### src/rtl/fs8_mixer_pkg.sv
`timescale 1ns/1ps
package fs8_mixer_pkg;
  localparam int PHASE_W   = 3;
  localparam int START_W   = 2;
  localparam int N_LANES   = 2;
  localparam int LANE_I    = 0;
  localparam int LANE_Q    = 1;
endpackage

### src/rtl/fs8_phase_gen.sv
`timescale 1ns/1ps
module fs8_phase_gen
  import fs8_mixer_pkg::*;
(
  input  logic               clk,
  input  logic               rst_n,
  input  logic               step_en,
  input  logic               sync,
  input  logic [START_W-1:0] start_state,
  output logic [PHASE_W-1:0] phase_use
);
  logic [PHASE_W-1:0] phase_q;
  logic [PHASE_W-1:0] phase_d;
  logic               phase_en;

  // phase applied to the current sample: a reload takes effect at once
  always_comb begin
    phase_use = sync ? {start_state, 1'b0} : phase_q;
    phase_en  = step_en | sync;
    phase_d   = step_en ? PHASE_W'(phase_use + 1'b1) : phase_use;
  end

  always_ff @(posedge clk or negedge rst_n) begin
    if (!rst_n)        phase_q <= '0;
    else if (phase_en) phase_q <= phase_d;
  end

  p_hold_r3: assert property (@(posedge clk) disable iff (!rst_n)
    (!step_en && !sync) |=> $stable(phase_q));
  p_sync_load_r2: assert property (@(posedge clk) disable iff (!rst_n)
    (sync && !step_en) |=> phase_q == {$past(start_state), 1'b0});
  p_step_r1: assert property (@(posedge clk) disable iff (!rst_n)
    (step_en && !sync) |=> phase_q == PHASE_W'($past(phase_q) + 1'b1));
endmodule

### src/rtl/fs8_gain_lane.sv
`timescale 1ns/1ps
module fs8_gain_lane #(
  parameter int DATA_W = 16
) (
  input  logic              gain_one,
  input  logic [DATA_W-1:0] x,
  output logic [DATA_W-1:0] y
);
  localparam logic [DATA_W-1:0] SAT_MAX = {1'b0, {(DATA_W-1){1'b1}}};
  localparam logic [DATA_W-1:0] SAT_MIN = {1'b1, {(DATA_W-1){1'b0}}};

  logic overflow;

  always_comb begin
    overflow = x[DATA_W-1] ^ x[DATA_W-2];
    if (gain_one)      y = x;
    else if (overflow) y = x[DATA_W-1] ? SAT_MIN : SAT_MAX;
    else               y = {x[DATA_W-2:0], 1'b0};
  end

  // doubling must never flip the sign of a nonzero sample
  always_comb begin
    if (!gain_one && (x != '0))
      p_sign_kept_r5: assert (y[DATA_W-1] == x[DATA_W-1]);
  end
endmodule

### src/rtl/fs8_rotator.sv
`timescale 1ns/1ps
module fs8_rotator
  import fs8_mixer_pkg::*;
#(
  parameter int DATA_W    = 16,
  parameter int COEF_HALF = 23170
) (
  input  logic [PHASE_W-1:0] phase,
  input  logic [DATA_W-1:0]  x_i,
  input  logic [DATA_W-1:0]  x_q,
  input  logic               mix_disable,
  input  logic               complex_en,
  output logic [DATA_W-1:0]  y_i,
  output logic [DATA_W-1:0]  y_q
);
  localparam int CW = DATA_W + 1;
  localparam int PW = 2 * DATA_W + 1;
  localparam logic signed [CW-1:0] C_UNIT = {2'b01, {(DATA_W-1){1'b0}}};
  localparam logic signed [CW-1:0] C_HALF = CW'(COEF_HALF);
  localparam logic signed [PW-1:0] RND  = {{(DATA_W+2){1'b0}}, 1'b1, {(DATA_W-2){1'b0}}};
  localparam logic signed [PW-1:0] PMAX = {{(DATA_W+2){1'b0}}, {(DATA_W-1){1'b1}}};
  localparam logic signed [PW-1:0] PMIN = {{(DATA_W+2){1'b1}}, {(DATA_W-1){1'b0}}};

  function automatic logic signed [CW-1:0] coef_at(input logic [PHASE_W-1:0] k);
    case (k)
      3'd0:    coef_at = C_UNIT;
      3'd1:    coef_at = C_HALF;
      3'd3:    coef_at = -C_HALF;
      3'd4:    coef_at = -C_UNIT;
      3'd5:    coef_at = -C_HALF;
      3'd7:    coef_at = C_HALF;
      default: coef_at = '0;
    endcase
  endfunction

  function automatic logic [DATA_W-1:0] mul_rnd(input logic signed [DATA_W-1:0] x,
                                                input logic signed [CW-1:0] c);
    logic signed [PW-1:0] p;
    logic signed [PW-1:0] s;
    p = PW'(x) * PW'(c);
    s = (p + RND) >>> (DATA_W - 1);
    if (s > PMAX)      mul_rnd = PMAX[DATA_W-1:0];
    else if (s < PMIN) mul_rnd = PMIN[DATA_W-1:0];
    else               mul_rnd = s[DATA_W-1:0];
  endfunction

  logic [PHASE_W-1:0] sin_idx;

  always_comb begin
    sin_idx = PHASE_W'(phase + 3'd6);
    if (!mix_disable) begin
      y_i = mul_rnd(x_i, coef_at(phase));
      y_q = mul_rnd(x_i, coef_at(sin_idx));
    end else begin
      y_i = x_i;
      y_q = complex_en ? x_q : '0;
    end
  end
endmodule

### src/rtl/fs8_mixer.sv
`timescale 1ns/1ps
module fs8_mixer
  import fs8_mixer_pkg::*;
#(
  parameter int DATA_W    = 16,
  parameter int COEF_HALF = 23170
) (
  input  logic              clk,
  input  logic              rst_n,
  input  logic              in_valid,
  input  logic [DATA_W-1:0] in_i,
  input  logic [DATA_W-1:0] in_q,
  input  logic              sync,
  input  logic [1:0]        start_state,
  input  logic              gain_one,
  input  logic              mix_disable,
  input  logic              complex_en,
  output logic              out_valid,
  output logic [DATA_W-1:0] out_i,
  output logic [DATA_W-1:0] out_q
);
  logic [PHASE_W-1:0] phase;
  logic [DATA_W-1:0]  lane_in  [N_LANES];
  logic [DATA_W-1:0]  lane_out [N_LANES];
  logic [DATA_W-1:0]  rot_i, rot_q;
  logic [DATA_W-1:0]  out_i_d, out_q_d;
  logic               out_valid_d;

  fs8_phase_gen u_phase (
    .clk(clk), .rst_n(rst_n), .step_en(in_valid), .sync(sync),
    .start_state(start_state), .phase_use(phase)
  );

  assign lane_in[LANE_I] = in_i;
  assign lane_in[LANE_Q] = in_q;

  for (genvar g = 0; g < N_LANES; g++) begin : g_gain
    fs8_gain_lane #(.DATA_W(DATA_W)) u_gain (
      .gain_one(gain_one), .x(lane_in[g]), .y(lane_out[g])
    );
  end

  fs8_rotator #(.DATA_W(DATA_W), .COEF_HALF(COEF_HALF)) u_rot (
    .phase(phase), .x_i(lane_out[LANE_I]), .x_q(lane_out[LANE_Q]),
    .mix_disable(mix_disable), .complex_en(complex_en),
    .y_i(rot_i), .y_q(rot_q)
  );

  always_comb begin
    out_valid_d = in_valid;
    out_i_d     = rot_i;
    out_q_d     = rot_q;
  end

  always_ff @(posedge clk or negedge rst_n) begin
    if (!rst_n) out_valid <= 1'b0;
    else        out_valid <= out_valid_d;
  end

  always_ff @(posedge clk or negedge rst_n) begin
    if (!rst_n) begin
      out_i <= '0;
      out_q <= '0;
    end else if (in_valid) begin
      out_i <= out_i_d;
      out_q <= out_q_d;
    end
  end

  p_out_hold_r8: assert property (@(posedge clk) disable iff (!rst_n)
    !in_valid |=> ($stable(out_i) && $stable(out_q) && !out_valid));
  p_bypass_q_r6: assert property (@(posedge clk) disable iff (!rst_n)
    (in_valid && mix_disable && !complex_en) |=> (out_q == '0));
  p_quarter_null_r1: assert property (@(posedge clk) disable iff (!rst_n)
    (in_valid && !mix_disable && (phase[0] == 1'b0) && (phase[1] == 1'b1))
      |=> (out_i == '0));
endmodule

### config.mk
export PLATFORM = sky130hd
export DESIGN_NAME = fs8_mixer
export DESIGN_NICKNAME = d
export VERILOG_FILES = /design/src/rtl/fs8_mixer_pkg.sv /design/src/rtl/fs8_phase_gen.sv /design/src/rtl/fs8_gain_lane.sv /design/src/rtl/fs8_rotator.sv /design/src/rtl/fs8_mixer.sv
export SDC_FILE = /design/constraint.sdc
export NUM_CORES = 1
export LEC_CHECK = 0
export ABC_AREA = 1
export BUFFER_PORTS_ARGS = -buffer_cell sky130_fd_sc_hd__clkbuf_2
export CORE_MARGIN = 2
export CORE_UTILIZATION = 45
export CTS_CLUSTER_SIZE = 30
export DETAILED_ROUTE_END_ITERATION = 12
export HOLD_SLACK_MARGIN = 0.1
export PLACE_DENSITY_LB_ADDON = 0.1
export SYNTH_ARGS = -nofsm -noshare
export SYNTH_HDL_FRONTEND = slang
export SYNTH_SLANG_ARGS = --single-unit
### constraint.sdc
create_clock -name clk -period 6.8 [get_ports clk]
set_input_delay 2.04 -clock clk [delete_from_list [all_inputs] [get_ports clk]]
set_output_delay 2.04 -clock clk [all_outputs]
set_load 0.01 [all_outputs]
Word-level counts from Yosys, hierarchy flattened
Index checks and enable logic that the tools add are counted.
{"block": "totals", "register_bits": 36, "input_bits": 41, "out_inout_bits": 33, "wordCells": 52}
{"block": "op_classes", "add_sub_neg": 4, "mul": 2, "n_lt_le_gt_ge": 4, "n_eq_ne": 10, "n_mux": 19, "bitwise": 3, "n_reduce_logical": 6}
{"operator": "$mux 16", "count": 13}
{"operator": "$pmux 17 s4", "count": 2}
{"operator": "$add 33x16->33 const B", "count": 2}
{"operator": "$mul 16x17->33", "count": 2}
{"operator": "$gt 18x16->1 const B", "count": 2}
{"operator": "$lt 18x16->1 const B", "count": 2}
{"operator": "$mux 17", "count": 2}
{"operator": "$eq 3x3->1 const B", "count": 6}
{"operator": "$reduce_or 2->1", "count": 4}
{"operator": "$eq 3x1->1 const B", "count": 2}
{"operator": "$eq 3x2->1 const B", "count": 2}
{"operator": "$logic_not 3->1", "count": 2}
{"operator": "$mux 3", "count": 2}
{"operator": "$add 3x1->3 const B", "count": 1}
{"operator": "$add 3x3->3 const B", "count": 1}
{"operator": "$xor 1x1->1", "count": 2}
{"operator": "$or 1x1->1", "count": 1}

Depth between registers and ports, before layout
{"block": "logic_depth", "ltp_word": 12, "mapped_depth": 41, "ltp_nobuf": 40}

Cells and area by module
From an unflattened synthesis, not the netlist that was laid out.
{"block": "unflattened", "hier_cells": 2641, "area_unflattened_um2": 20642.3}
{"mod": "fs8_rotator", "n_inst": 1, "cells_per_inst": 2304, "area_per_inst_um2": 18277.5, "seq_area_each_um2": 0.0}
{"mod": "fs8_mixer", "n_inst": 1, "cells_per_inst": 137, "area_per_inst_um2": 1317.5, "seq_area_each_um2": 825.8}
{"mod": "fs8_gain_lane", "n_inst": 2, "cells_per_inst": 88, "area_per_inst_um2": 436.7, "seq_area_each_um2": 0.0}
{"mod": "fs8_phase_gen", "n_inst": 1, "cells_per_inst": 24, "area_per_inst_um2": 173.9, "seq_area_each_um2": 75.1}

Worst setup path before layout
No wires, ideal clock.
{"block": "synth_path", "kind": "in2reg", "from": "input sync", "to": "register out_i[0]", "setup_time_ns": 0.116, "t_arrival_ns": 8.935, "required_ns": 6.684, "path_slack_ns": -2.251, "stages": 33, "n_path_buf": 3, "cell_sequence": "nor2_2 > inv_1 > clkbuf_1 > ha_1 > inv_1 > nand2_1 > clkbuf_1 > inv_1 > nand2_1 > nor2_1 > inv_1 > fa_1 > fa_1 > inv_1 > fa_1 > fa_1 > fa_1 > inv_1 > fa_1 > inv_1 > ha_1 > a21oi_1 > a21boi_0 > nor2_1 > a2111oi_1 > nand2_1 > nand2_1 > nand2_2 > a21oi_4 > buf_6 > nand2_1 > nand2_1 > nand2_1"}
{"block": "synth_via", "elab_chain_cells": 11, "word_cells_on_any_way": 18, "cone_classes": "add/sub (1); mul (1); order compare (2); eq/ne (5); mux (6); reduce/logical (3)"}
{"element": "start: declaration", "line": "fs8_mixer.sv:13", "source": "input logic sync,"}
{"element": "$mux 3 *", "line": "fs8_phase_gen.sv:18", "source": "phase_use = sync ? {start_state, 1'b0} : phase_q;"}
{"element": "$eq 3x1->1 (tied with other cells)", "line": "fs8_rotator.sv:25", "source": "case (k)"}
{"element": "$reduce_or 2->1 (no line)"}
{"element": "$pmux 17 s4 *", "line": "fs8_rotator.sv:25"}
{"element": "$mux 17 *", "line": "fs8_rotator.sv:51", "source": "if (!mix_disable) begin"}
{"element": "$mul 16x17->33 *", "line": "fs8_rotator.sv:40", "source": "p = PW'(x) * PW'(c);"}
{"element": "$add 33x16->33 *", "line": "fs8_rotator.sv:41", "source": "s = (p + RND) >>> (DATA_W - 1);"}
{"element": "$lt 18x16->1", "line": "fs8_rotator.sv:43", "source": "else if (s < PMIN) mul_rnd = PMIN[DATA_W-1:0];"}
{"element": "$mux 16", "line": "fs8_rotator.sv:43"}
{"element": "$mux 16 *", "line": "fs8_rotator.sv:42", "source": "if (s > PMAX) mul_rnd = PMAX[DATA_W-1:0];"}
{"element": "$mux 16 *", "line": "fs8_rotator.sv:51"}
{"element": "end signal: assignment", "line": "fs8_mixer.sv:65", "source": "out_i <= out_i_d;"}
{"element": "end: declaration", "line": "fs8_mixer.sv:19", "source": "output logic [DATA_W-1:0] out_i,"}
Mark *: on every way between the ends. The rest lies on a longest branch, timed or not. The select of a mux whose other input is x is not followed.
A chain may end at the register's enable or synchronous reset.

Worst setup path after layout
{"block": "layout_path", "from": "input sync", "to": "register out_i[10]"}
Same word-level chain as after synthesis.

==> qor.yml <==
status:
  status: "complete, but fails checks"
  failed_checks: "negative setup slack"
yosys:
  yosysTopAreaCellShare: 0.478
  avgSynthCellArea_um2: 8.28
  synth_common_cells: "inv_1, fa_1, nand2_1, nor2_1, ha_1"
  yosysWarnings: 0
  synth_seq_area_share: 0.0459
  synthTopCellsByArea: "fa_1, inv_1, ha_1, nand2_1, dfrtp_1"
  synth_fa_ha_area_frac: 0.585
  synth_xor_area_frac: 0.0237
  synth_cell_type_count: 44
  synth-simple-area-share: 0.136
  syn-cell-area_um2: 19600
  synth_edf_count: 0
  yosys.area.top_type: "fa_1"
  yosysMostFrequentCell: "inv_1"
  async_flop_share: 1.00
  muxShareOfSynthArea: 0
  syn_nets: 3045
  synthCells: 2368
  synth_top_family_by_area: "adder cells"
  synth_compound_area_frac: 0.0630
  synth-seq-cells: 36
  synth_flop_cell: "dfrtp_1"
critical_path:
  critPathMaxStageDelay_ns: 0.52
  cp.arrival_ns: 8.88
  cp-start-kind: "input port"
  crit_slowest_cell: "fa_1"
  path_max_fanout: 7
  crit_top_cell: "nand2_1"
  worstSetupPathType: "input port to register"
  r2r_slack_ns: -0.34
  cp_data_required_time_ns: 7.03
  worst_setup_path_end_kind: "register"
sta:
  period_needed_ns: 8.65
  min_period_over_period: 1.27
  fin_tns_setup_ns: -54.75
  fmax_mhz: 116
  finalWorstSetupSlack_ns: -1.85
  max_slew_margin: 0.226
  drv_slew: 0
  hold_viol: 0
  fin_skew_ns: 0.00621
  tightestPinTransition_ns: 1.16
  rsz0062_at_grt: "true"
  setup_viol: 32
placement:
  finalWeightedCongestion: 0.921
  post-dp-hpwl_um: 51200
  portBuffers: 73
global_routing:
  overflow: 0
  use_met1: 0.418
  grt_use_total: 0.275
  grt_pass1_wl_um: 95500
  grt-busiest-layer: "met2"
  use_met3: 0.0322
  grt_pass1_vias: 18257
  antenna_found_initial: 0
  grt_max_degree: 38
  grtUsageMet2: 0.438
drt:
  ant_nets: 0
  wirelength_um: 58100
  drtIter0Drc: 887
  wl_per_cell_um: 16.4
  dr_total_vias: 16962
  drc_errors: 0
  drt-vias-per-instance: 4.80
  dr.pass1.iters: 5
min_path:
  hold_class: "register to register"
clock_network:
  insertion_delay_ns: 0.29
  clk_pin_slew_worst_paths_ns: 0.06
  clock_path_buffers: 2
  postCtsHoldBufs: 0
  cts_root_buffer: "clkbuf_16"
  cts_sinks: 36
  cts_max_level: 2
  cts_tree: "yes"
  numCtsBuffers: 5
floorplan:
  ioPinCount: 74
  fp.dieArea_um2: 45300
  start_util: 0.455
  die_w_um: 213
  core-area_um2: 43100
  die_h_um: 213
  num_rows: 76
final_layout:
  drive_above_1_share: 0.342
  n_antenna_cell: 0
  layout-area-overhead-vs-synth_pct: 37.0
  nFillCells: 3845
  fin_nets: 3624
flow_run:
  max_cap_viol_count: 0
[cell type report]
type	instances	area [um2]	share of cell area
inverters	723	2780	0.103
clock inverters	2	35.0	0.00130
well taps	585	732	0.0272
multi-input cells	1576	17500	0.652
flip-flops and latches	36	901	0.0335
repair buffers	605	4780	0.178
clock buffers	6	129	0.00480
[worst paths after layout]
| path | from | cells past startpoint | endpoint |
|---|---|---|---|
| max in group asynchronous | rst_n | 1 | out_i[4] |
| max reg2reg | u_phase.phase_q[0] | 37 | out_i[10] |
| min in group asynchronous | rst_n | 1 | out_q[5] |
| min reg2reg | out_i[9] | 2 | out_i[9] |
| max | sync | 40 | out_i[10] |
| min | out_i[9] | 2 | out_i[9] |
[routing by layer]
metal,vias to the layer above,share of wire
met4,0,0.0099
met1,8565,0.48
met5,-,0
li1,8053,-
met2,314,0.46
met3,30,0.048
[per-stage QoR]
stage	cells	area, um2	hold WS (ns)	util	worst slack (ns)
detailed placement	3456	24600	0.469	0.570	-2.40
finish	3533	26900	0.483	0.624	-1.85
global route	3533	26900	0.518	0.624	-2.09
global placement	3456	24600	0.467	0.570	-2.35
CTS	3523	26500	0.487	0.616	-1.80
floorplan	2368	20000	0.515	-	-1.56
[registers in the layout, summed over array words and instances (netlist names)]
name,cells
out_valid,1
out_i,16
out_q,16
u_phase.phase_q,3
[what timing repair did]
item,CTS,global route
pin swaps,119,33
gates cloned,4,0
gates resized for setup,340,71
buffers inserted,57,12
setup endpoints to repair,32,32
[critical path: cells and delay by family]
family,cells,cell delay [ns]
fa+ha+maj,8,3.45
simple gates,16,1.49
buf+inv,10,0.95
compound gates,6,0.91
[layout by cell type, fill, tap and decap left out, types with 6 or more instances in the layout]
cell	instances
xor2_1	34
xnor2_1	17
a31oi_2	10
o21ai_1	19
dfrtp_1	36
nand3_2	7
nand2_1	295
ha_4	38
a21o_1	12
nand2_2	92
nand4_1	9
fa_2	34
nor2_4	26
buf_12	18
a21oi_4	6
buf_4	481
a21oi_1	45
a31oi_1	11
buf_6	31
clkbuf_16	6
clkbuf_2	70
nand2_4	24
inv_1	659
nand3_1	20
nor2_1	134
nor2_2	34
a21oi_2	27
ha_1	128
nor3_2	8
inv_4	11
fa_1	434
inv_2	45
o21ai_0	67
[cell families (layout without fill, tap and decap cells)]
logic type,after synthesis,after routing
compound gates,219,220
flops,36,36
xor+xnor,53,53
simple gates,666,667
buf+inv,758,1336
fa+ha+maj,636,636
Power is not shown: default switching activity piles up to over one toggle a cycle in this logic, so the estimate is an artifact.
